--- src/rtl/tmc_pkg.sv ---
// Shared types for the test mode controller.
package tmc_pkg;
    typedef enum logic [1:0] {
        TMC_NORMAL = 2'd0,
        TMC_DEBUG  = 2'd1,
        TMC_HIZ    = 2'd2
    } tmc_mode_t;
endpackage

--- src/rtl/tmc_strap_capture.sv ---
// Latches the strap pin while reset is held and keeps it afterwards.
// Assumes rst_n is synchronous to clk and held for at least one edge.
module tmc_strap_capture (
    input  logic clk,
    input  logic rst_n,
    input  logic strap_in,
    output logic strap_q
);
    // Track the pin during reset; freeze once reset is released.
    always_ff @(posedge clk) begin
        if (!rst_n)
            strap_q <= strap_in;
    end

    // strap is frozen outside reset.
    assert_strap_hold_R3: assert property (@(posedge clk) disable iff (!rst_n)
        $past(rst_n) |-> $stable(strap_q));
endmodule

--- src/rtl/tmc_mode_decode.sv ---
// Combinational decode of test pins and latched strap into a test mode.
// Assumes the strap is valid from the first clock of reset onward.
module tmc_mode_decode
    import tmc_pkg::*;
(
    input  logic      test_a_n,
    input  logic      test_b_n,
    input  logic      strap_q,
    output tmc_mode_t mode
);
    // Both pins low picks a test mode; the strap selects which one.
    always_comb begin
        if (!test_a_n && !test_b_n)
            mode = strap_q ? TMC_DEBUG : TMC_HIZ;
        else
            mode = TMC_NORMAL;
    end
endmodule

--- src/rtl/tmc_bus_mirror.sv ---
// Arbitrates internal-access mirroring against genuine external cycles
// and builds the external bus pad values. External cycles always win.
// Assumes ext_req stays high for the whole external cycle.
module tmc_bus_mirror #(
    parameter int AW        = 16,
    parameter int DW        = 32,
    parameter int NCS       = 6,
    parameter int MIRROR_CS = 5
) (
    input  logic           clk,
    input  logic           rst_n,
    input  logic           mirror_on,
    input  logic           int_req,
    input  logic           int_we,
    input  logic [AW-1:0]  int_addr,
    input  logic [DW-1:0]  int_wdata,
    input  logic [DW-1:0]  int_rdata,
    input  logic           ext_req,
    input  logic           ext_we,
    input  logic [AW-1:0]  ext_addr,
    input  logic [DW-1:0]  ext_wdata,
    input  logic [NCS-1:0] ext_cs,
    input  logic           dma_active,
    output logic [AW-1:0]  bus_addr,
    output logic [DW-1:0]  bus_data,
    output logic           bus_data_en,
    output logic [NCS-1:0] bus_cs_n,
    output logic           int_stall,
    output logic           dma_collision
);
    logic mir_go;
    logic clash;

    // Decide whether an internal access is shown or held off.
    always_comb begin
        clash  = mirror_on && int_req && ext_req;
        mir_go = mirror_on && int_req && !ext_req;
    end

    assign int_stall = clash;

    // Select the source of the address and data pads.
    always_comb begin
        bus_addr    = mir_go ? int_addr : ext_addr;
        bus_data    = ext_wdata;
        bus_data_en = ext_req && ext_we;
        if (mir_go) begin
            bus_data    = int_we ? int_wdata : int_rdata;
            bus_data_en = 1'b1;
        end
    end

    // Chip-selects: external decode, plus the shared select for mirroring.
    for (genvar gi = 0; gi < NCS; gi++) begin : g_cs
        if (gi == MIRROR_CS) begin : g_shared
            assign bus_cs_n[gi] = !((ext_req && ext_cs[gi]) || mir_go);
        end else begin : g_plain
            assign bus_cs_n[gi] = !(ext_req && ext_cs[gi]);
        end
    end

    // Sticky record of a clash seen while display DMA runs.
    always_ff @(posedge clk) begin
        if (!rst_n)
            dma_collision <= 1'b0;
        else if (clash && dma_active)
            dma_collision <= 1'b1;
    end

    // a clash keeps the external address on the pads.
    assert_ext_wins_R8: assert property (@(posedge clk) disable iff (!rst_n)
        (ext_req && int_req && mirror_on) |-> (int_stall && bus_addr == ext_addr));
    // the collision flag never clears outside reset.
    assert_flag_sticky_R9: assert property (@(posedge clk) disable iff (!rst_n)
        dma_collision |=> dma_collision);
    // no stall while mirroring is off.
    assert_no_stall_off_R7: assert property (@(posedge clk) disable iff (!rst_n)
        !mirror_on |-> !int_stall);
endmodule

--- src/rtl/tmc_port_mux.sv ---
// Replaces the low three port-E pins with processor clock and interrupt
// observation while mirroring is on. Upper bits pass through.
// Assumes PEW >= 3.
module tmc_port_mux #(
    parameter int PEW = 8
) (
    input  logic           clk,
    input  logic           rst_n,
    input  logic           mirror_on,
    input  logic           cpu_clk_src,
    input  logic           cpu_run,
    input  logic           fiq_n,
    input  logic           irq_n,
    input  logic [PEW-1:0] port_e_do,
    input  logic [PEW-1:0] port_e_oe,
    output logic [PEW-1:0] pe_val,
    output logic [PEW-1:0] pe_en
);
    localparam int NTEST = 3;
    logic [NTEST-1:0] obs;

    // Observation signals: gated clock, fast and normal interrupt.
    always_comb obs = {irq_n, fiq_n, cpu_clk_src & cpu_run};

    for (genvar gi = 0; gi < PEW; gi++) begin : g_pe
        if (gi < NTEST) begin : g_test
            assign pe_val[gi] = mirror_on ? obs[gi] : port_e_do[gi];
            assign pe_en[gi]  = mirror_on | port_e_oe[gi];
        end else begin : g_pass
            assign pe_val[gi] = port_e_do[gi];
            assign pe_en[gi]  = port_e_oe[gi];
        end
    end

    // takeover drives the three observation pins.
    assert_pe_takeover_R10: assert property (@(posedge clk) disable iff (!rst_n)
        mirror_on |-> (pe_en[NTEST-1:0] == '1));
endmodule

--- src/rtl/tmc_top.sv ---
// Chip test mode controller: mode decode, strap capture, bus mirroring,
// port-E takeover and the asynchronous pad-enable override.
// Assumes all pad enables of the chip's test-controlled pads pass here.
module tmc_top
    import tmc_pkg::*;
#(
    parameter int AW  = 16,
    parameter int DW  = 32,
    parameter int NCS = 6,
    parameter int PEW = 8
) (
    input  logic           clk,
    input  logic           rst_n,
    input  logic           test_a_n,
    input  logic           test_b_n,
    input  logic           strap_in,
    input  logic           mirror_on,
    input  logic           int_req,
    input  logic           int_we,
    input  logic [AW-1:0]  int_addr,
    input  logic [DW-1:0]  int_wdata,
    input  logic [DW-1:0]  int_rdata,
    input  logic           ext_req,
    input  logic           ext_we,
    input  logic [AW-1:0]  ext_addr,
    input  logic [DW-1:0]  ext_wdata,
    input  logic [NCS-1:0] ext_cs,
    input  logic           dma_active,
    input  logic           cpu_clk_src,
    input  logic           cpu_run,
    input  logic           fiq_n,
    input  logic           irq_n,
    input  logic [PEW-1:0] port_e_do,
    input  logic [PEW-1:0] port_e_oe,
    output logic [AW-1:0]  pad_addr,
    output logic           pad_addr_oe,
    output logic [DW-1:0]  pad_data,
    output logic           pad_data_oe,
    output logic [NCS-1:0] pad_cs_n,
    output logic           pad_cs_oe,
    output logic [PEW-1:0] pad_pe,
    output logic [PEW-1:0] pad_pe_oe,
    output logic           dbg_en,
    output logic           int_stall,
    output logic           dma_collision
);
    localparam int MIRROR_CS = 5;

    logic      strap_q;
    tmc_mode_t mode;
    logic      hiz;
    logic      data_en;
    logic [PEW-1:0] pe_en;

    tmc_strap_capture u_strap (
        .clk(clk), .rst_n(rst_n), .strap_in(strap_in), .strap_q(strap_q)
    );

    tmc_mode_decode u_dec (
        .test_a_n(test_a_n), .test_b_n(test_b_n), .strap_q(strap_q), .mode(mode)
    );

    tmc_bus_mirror #(.AW(AW), .DW(DW), .NCS(NCS), .MIRROR_CS(MIRROR_CS)) u_mir (
        .clk(clk), .rst_n(rst_n), .mirror_on(mirror_on),
        .int_req(int_req), .int_we(int_we), .int_addr(int_addr),
        .int_wdata(int_wdata), .int_rdata(int_rdata),
        .ext_req(ext_req), .ext_we(ext_we), .ext_addr(ext_addr),
        .ext_wdata(ext_wdata), .ext_cs(ext_cs), .dma_active(dma_active),
        .bus_addr(pad_addr), .bus_data(pad_data), .bus_data_en(data_en),
        .bus_cs_n(pad_cs_n), .int_stall(int_stall), .dma_collision(dma_collision)
    );

    tmc_port_mux #(.PEW(PEW)) u_pe (
        .clk(clk), .rst_n(rst_n), .mirror_on(mirror_on),
        .cpu_clk_src(cpu_clk_src), .cpu_run(cpu_run), .fiq_n(fiq_n), .irq_n(irq_n),
        .port_e_do(port_e_do), .port_e_oe(port_e_oe),
        .pe_val(pad_pe), .pe_en(pe_en)
    );

    // Mode flags derived from the decoded mode.
    always_comb begin
        hiz    = (mode == TMC_HIZ);
        dbg_en = (mode == TMC_DEBUG);
    end

    // Asynchronous override of every pad enable in high-impedance mode.
    always_comb begin
        pad_addr_oe = !hiz;
        pad_cs_oe   = !hiz;
        pad_data_oe = data_en && !hiz;
        pad_pe_oe   = hiz ? '0 : pe_en;
    end

    // both test pins low with strap 0 leaves no enable on.
    assert_hiz_off_R2: assert property (@(posedge clk) disable iff (!rst_n)
        (!test_a_n && !test_b_n && !strap_q) |->
        (!pad_addr_oe && !pad_data_oe && !pad_cs_oe && pad_pe_oe == '0));
    // debug is never enabled unless both test pins are low.
    assert_dbg_pins_R1: assert property (@(posedge clk) disable iff (!rst_n)
        dbg_en |-> (!test_a_n && !test_b_n && strap_q));
    // with a test pin high the address pads are driven.
    assert_normal_drive_R12: assert property (@(posedge clk) disable iff (!rst_n)
        (test_a_n || test_b_n) |-> (pad_addr_oe && pad_cs_oe && !dbg_en));
endmodule

--- config.mk ---
export PLATFORM = sky130hd
export DESIGN_NAME = tmc_top
export DESIGN_NICKNAME = d
export VERILOG_FILES = /design/src/rtl/tmc_pkg.sv /design/src/rtl/tmc_strap_capture.sv /design/src/rtl/tmc_mode_decode.sv /design/src/rtl/tmc_bus_mirror.sv /design/src/rtl/tmc_port_mux.sv /design/src/rtl/tmc_top.sv
export SDC_FILE = /design/constraint.sdc
export NUM_CORES = 1
export LEC_CHECK = 0
export CELL_PAD_IN_SITES_DETAIL_PLACEMENT = 0
export CELL_PAD_IN_SITES_GLOBAL_PLACEMENT = 1
export CORE_AREA = 2 2 93 95
export CTS_BUF_LIST = sky130_fd_sc_hd__clkbuf_2 sky130_fd_sc_hd__clkbuf_4 sky130_fd_sc_hd__clkbuf_8
export DETAILED_ROUTE_END_ITERATION = 7
export DIE_AREA = 0 0 95 97
export DONT_BUFFER_PORTS = 1
export GPL_ROUTABILITY_DRIVEN = 0
export PLACE_DENSITY_LB_ADDON = 0.1
export SLEW_MARGIN = 20
export SYNTH_ARGS = -nofsm -noshare
export SYNTH_HDL_FRONTEND = slang
export SYNTH_SLANG_ARGS = --single-unit
--- constraint.sdc ---
create_clock -name clk -period 2.85 [get_ports clk]
set_input_delay 0.855 -clock clk [delete_from_list [all_inputs] [get_ports clk]]
set_output_delay 0.855 -clock clk [all_outputs]
set_load 0.01 [all_outputs]
==> impl_metrics.py, run 1 <==
metrics = {
    "sta": {
        "finalHoldViolCount": 0,
        "rsz0062_at_grt": "false",
        "period_share_pct": 92.6,
        "maxSlewViolCount": 0,
        "worst_slew_pin_slew_ns": 0.545,
        "setup_viol": 0,
        "fin_tns_setup_ns": 0,
        "fin_crit_ns": 2.64,
        "skew_ns": 0,
        "relSlewSlack_pct": 63.5,
        "max_freq_mhz": 379,
    },
    "cts": {
        "cts_setup_buffers": 0,
        "post_cts_resized": 0,
        "htreeDepth": 1,
        "cts-root-buf": "clkbuf_8",
        "tritoncts": "yes",
        "numCtsBuffers": 3,
        "clk_pin_slew_ns": 0.03,
        "holdBufCountCts": 0,
        "clk_latency_ns": 0.21,
        "clock-sinks": 2,
        "clockBufferDepth": 2,
    },
    "worst_setup_path": {
        "path_max_fanout": 32,
        "max_stage_delay_ns": 0.40,
        "crit_path_cell_trace": "and3b_2 -> buf_12 -> mux2_2",
        "end_kind": "primary output",
        "worstSetupStartpointType": "input pin",
        "critical_path_required_ns": 2.00,
        "critPathKind": "input pin to primary output",
        "cp_slowest_cell": "mux2_2",
        "arrival_ns": 1.78,
    },
    "placed_design": {
        "place_inst": 221,
        "dp_hpwl_um": 3770,
        "io_buffers": 0,
    },
    "finish": {
        "n_antenna_cell": 0,
        "nets": 286,
        "final_cells": 225,
        "area_growth_pct": 0.627,
        "drive_gt1_share_pct": 75.0,
        "n_fill_cell": 872,
    },
    "run_status": {
        "status": "completed",
    },
    "route": {
        "wl_per_cell_um": 19.2,
        "wl_um": 4320,
        "ant_nets": 0,
        "first_iter_violations": 16,
        "vias_per_cell": 4.68,
        "drc_errors": 0,
        "vias": 1053,
        "firstDrtPassIters": 4,
    },
    "synth": {
        "synth_top_area_share_pct": 64.9,
        "synth_seq_cells": 2,
        "synth_fp_nets": 297,
        "synth_cells": 132,
        "yosys-top-cells-area": "mux2_4, mux2_2, buf_6",
        "ys_types": 20,
        "avgSynthCellArea_sq_um": 12.1,
        "synth_top_area_cell": "mux2_4",
        "yosys_warnings": 0,
        "syn_area_sq_um": 1600,
        "ys_seq_area_share_pct": 3.13,
    },
    "power": {
        "p_leak_nw": 0.736,
        "pwr-share-comb_pct": 58.1,
        "swShare_pct": 29.9,
        "p_int_mw": 0.273,
        "seq_power_share_pct": 8.7,
        "switchingPower_mw": 0.117,
        "pwr_density_cell_nw_per_um2": 242,
        "pwr-share-clk_pct": 33.2,
        "vdd_drop_max_uv": 226,
    },
    "job": {
        "maxCapViolCount": 0,
    },
    "global_route": {
        "grt_pass1_wl_um": 5620,
        "grt_pass1_vias": 1113,
        "grt_max_degree": 33,
        "grt_overflow_total": 0,
        "grt_usage_pct": 7.69,
        "antenna_found_initial": 0,
    },
    "floorplan": {
        "rows": 33,
        "io_pins": 241,
        "core_sq_um": 8130,
        "dieArea_sq_um": 9220,
        "dieHeight_um": 97,
        "initial_core_util_pct": 19.6,
        "die_width_um": 95,
    },
    "hold_path": {
        "hp-class": "flop to flop",
    },
}
[metrics by stage]
stage	hold WS [ns]	setup slack (ns)	power [mW]	cell area [sq um]	utilization, %
detailed placement	0.554	0.198	0.263	1560	19.2
finish	0.560	0.211	0.389	1610	19.8
global route	0.607	0.167	0.413	1610	19.8
CTS	0.561	0.197	0.395	1610	19.8
floorplan	0.511	0.319	0.278	1600	-
global placement	0.544	0.217	0.264	1560	19.2
[per-layer routing]
metal | global-route usage [%] | vias up | share of wire [%] | routed length, um
li1 | - | 446 | - | -
met1 | 6.17 | 476 | 29 | 1240
met2 | 17.3 | 125 | 60 | 2590
met3 | 1.40 | 6 | 11 | 462
met4 | 2.12 | 0 | 0.72 | 31
met5 | 0 | - | 0 | 0
[cell type report]
type                            instances  area (sq um)  area share, %
Clock buffer                            4          48.8           3.04
Inverter                                3          11.3          0.701
Multi-Input combinational cell        110          1350           83.7
Sequential cell                         2          50.0           3.12
Tap cell                              105           131           8.18
Timing Repair Buffer                    1          20.0           1.25
[logic make-up after synthesis]
family,after synthesis,synth area share [%]
AO/OA/AOI/OAI,4,1.49
flip-flops,2,3.13
AND/OR/NAND/NOR,24,8.62
multiplexers,82,74.1
buffers and inverters,20,12.7
[power groups by stage]
stage / Sequential, mW / Clock, mW / Combinational, mW
after CTS: 0.0337 / 0.132 / 0.229
after detailed placement: 0.0341 / 0 / 0.229
after global routing: 0.0339 / 0.139 / 0.240
after global placement: 0.0340 / 0 / 0.230
final: 0.0337 / 0.129 / 0.226
after floorplan: 0.0336 / 0 / 0.245
[sequential cells by signal, summed over array words and instances (netlist names)]
signal,flops
u_mir.dma_collision,1
u_strap.strap_q,1
[cell usage in the layout (no fill, tap or decap), drive strengths merged, types with 2 or more instances in the layout]
cell    instances
inv             3
a21oi           2
nand2           6
nor2            7
mux2           82
nor2b           5
clkbuf          4
[worst paths after layout]
path / from / cells after the start / slack [ns] / endpoint
min: u_mir.dma_collision / 2 / 0.56 / u_mir.dma_collision
max: ext_req / 3 / 0.21 / pad_data[31]
min reg2reg: u_mir.dma_collision / 2 / 0.56 / u_mir.dma_collision
max reg2reg: u_mir.dma_collision / 2 / 2.17 / u_mir.dma_collision
[critical path: cells and delay by family]
| family | cells | cell delay (ns) |
|---|---|---|
| mux | 1 | 0.40 |
| buf+inv | 1 | 0.25 |
| simple gates | 1 | 0.25 |
[synth_stat cells]
master / count
buf_6: 7
edfxtp_1: 1
nor3_2: 1
nor2b_1: 5
o21ai_0: 1
and3_1: 1
nand3_1: 1
buf_12: 3
nor3b_1: 1
buf_4: 7
dfxtp_1: 1
a21oi_1: 2
inv_1: 3
mux2_2: 13
nand2_1: 6
a41oi_1: 1
mux2_4: 69
nor2_1: 7
and3b_1: 1
nand3b_4: 1
No activity file was read; power rests on OpenSTA's default activity.
==> run 2, diff against run 1 <==
==> constraint.sdc (replaced) <==
create_clock -name clk -period 2.85 [get_ports clk]
set_input_delay 0.4275 -clock clk [delete_from_list [all_inputs] [get_ports clk]]
set_output_delay 0.4275 -clock clk [all_outputs]
set_load 0.01 [all_outputs]
==> impl_metrics.py, run 2 (synthesis results as in run 1) <==
metrics = {
    "run_status": {
        "status": "completed",
    },
    "finish": {
        "drive_gt1_share_pct": 75.0,
        "nets": 286,
        "utilization_pct": 19.6,
        "final_cell_mix": "mux2_4, mux2_2, nor2_1",
        "reg.largest.list": "u_mir.dma_collision (1), u_strap.strap_q (1)",
        "design_area_sq_um": 1590,
        "final_cells": 225,
        "layout_commonest_cell": "mux2_4",
        "n_antenna_cell": 0,
        "n_fill_cell": 875,
        "area_growth_pct": -0.157,
    },
    "cts": {
        "htreeDepth": 1,
        "clk_pin_slew_ns": 0.03,
        "cts-root-buf": "clkbuf_8",
        "tritoncts": "yes",
        "clk_latency_ns": 0.21,
        "clockBufferDepth": 2,
        "holdBufCountCts": 0,
        "numCtsBuffers": 3,
        "post_cts_resized": 0,
        "clock-sinks": 2,
        "cts_setup_buffers": 0,
    },
    "route": {
        "wl_met1_um": 1250,
        "ant_nets": 0,
        "wl_um": 4280,
        "drc_errors": 0,
        "top_layer": "met4",
        "wl_met2_um": 2540,
        "firstDrtPassIters": 4,
        "wl_per_cell_um": 19.0,
        "first_iter_violations": 19,
        "vias_per_cell": 4.71,
        "wl_met3_um": 478,
        "vias": 1059,
    },
    "sta": {
        "finalHoldViolCount": 0,
        "setup_slack_ns": 0.824,
        "setup_viol": 0,
        "fin_crit_ns": 2.03,
        "maxSlewViolCount": 0,
        "period_share_pct": 71.1,
        "worst_slew_pin_slew_ns": 0.580,
        "relSlewSlack_pct": 61.1,
        "skew_ns": 0,
        "max_freq_mhz": 493,
        "rsz0062_at_grt": "false",
        "fin_tns_setup_ns": 0,
        "hold_slack_ns": 0.310,
    },
    "placed_design": {
        "place_inst": 221,
        "pre_cts_ws_ns": 0.824,
        "placed_cell_area_sq_um": 1550,
        "io_buffers": 0,
        "dp_hpwl_um": 3770,
    },
    "worst_setup_path": {
        "critical_path_required_ns": 2.42,
        "worstSetupStartpointType": "input pin",
        "r2r_slack_ns": 2.15,
        "path_max_fanout": 32,
        "arrival_ns": 1.60,
        "critPathKind": "input pin to primary output",
        "end_kind": "primary output",
    },
    "hold_path": {
        "hp-class": "input pin to flop",
    },
    "power": {
        "p_total_mw": 0.387,
        "vdd_drop_max_uv": 261,
        "pwr_density_cell_nw_per_um2": 243,
        "p_leak_nw": 0.733,
    },
    "floorplan": {
        "io_pins": 241,
        "dieHeight_um": 97,
        "core_sq_um": 8130,
        "rows": 33,
        "dieArea_sq_um": 9220,
        "initial_core_util_pct": 19.6,
        "die_width_um": 95,
    },
    "global_route": {
        "grt_pass1_vias": 1142,
        "grt_usage_pct": 7.71,
        "grt_overflow_total": 0,
        "grt_pass1_wl_um": 5660,
        "antenna_found_initial": 0,
        "grt_max_degree": 33,
    },
    "job": {
        "maxCapViolCount": 0,
    },
}
## run 2: cell counts in the layout (fill, tap and decap cells not counted)
Identical to the previous run, type by type.
## run 2: critical path, cell delays in order
cell,delay (ns)
and3b_2,0.23
buf_4,0.47
mux2_2,0.44
## run 2: routing by layer
layer	up-vias	track usage (%)
li1	447	-
met1	484	6.18
met2	126	17.2
met3	2	2.10
met4	0	1.45
met5	-	0
## run 2: path summary, 6_finish.rpt
path,start,to,cells after the start
worst max-delay path,ext_req,pad_data[31],3
worst min-delay path,strap_in,u_strap.strap_q,0
worst max register to register,u_mir.dma_collision,u_mir.dma_collision,2
worst min register to register,u_mir.dma_collision,u_mir.dma_collision,2
## run 2: layout make-up
type                       instances  area [sq um]  area share, %
multi-input combinational        110          1350           84.4
tap                              105           131           8.24
sequential                         2          50.0           3.14
clock buffer                       4          48.8           3.06
inverter                           3          11.3          0.706
timing repair buffer               1          7.51          0.471
## run 2: report_power, final
group	leakage, nW	switching, mW	total [mW]	internal (mW)
registers	0.0179	0.00129	0.0336	0.0323
logic	0.689	0.0902	0.225	0.135
clock network	0.0262	0.0240	0.128	0.104
total	0.733	0.115	0.387	0.271
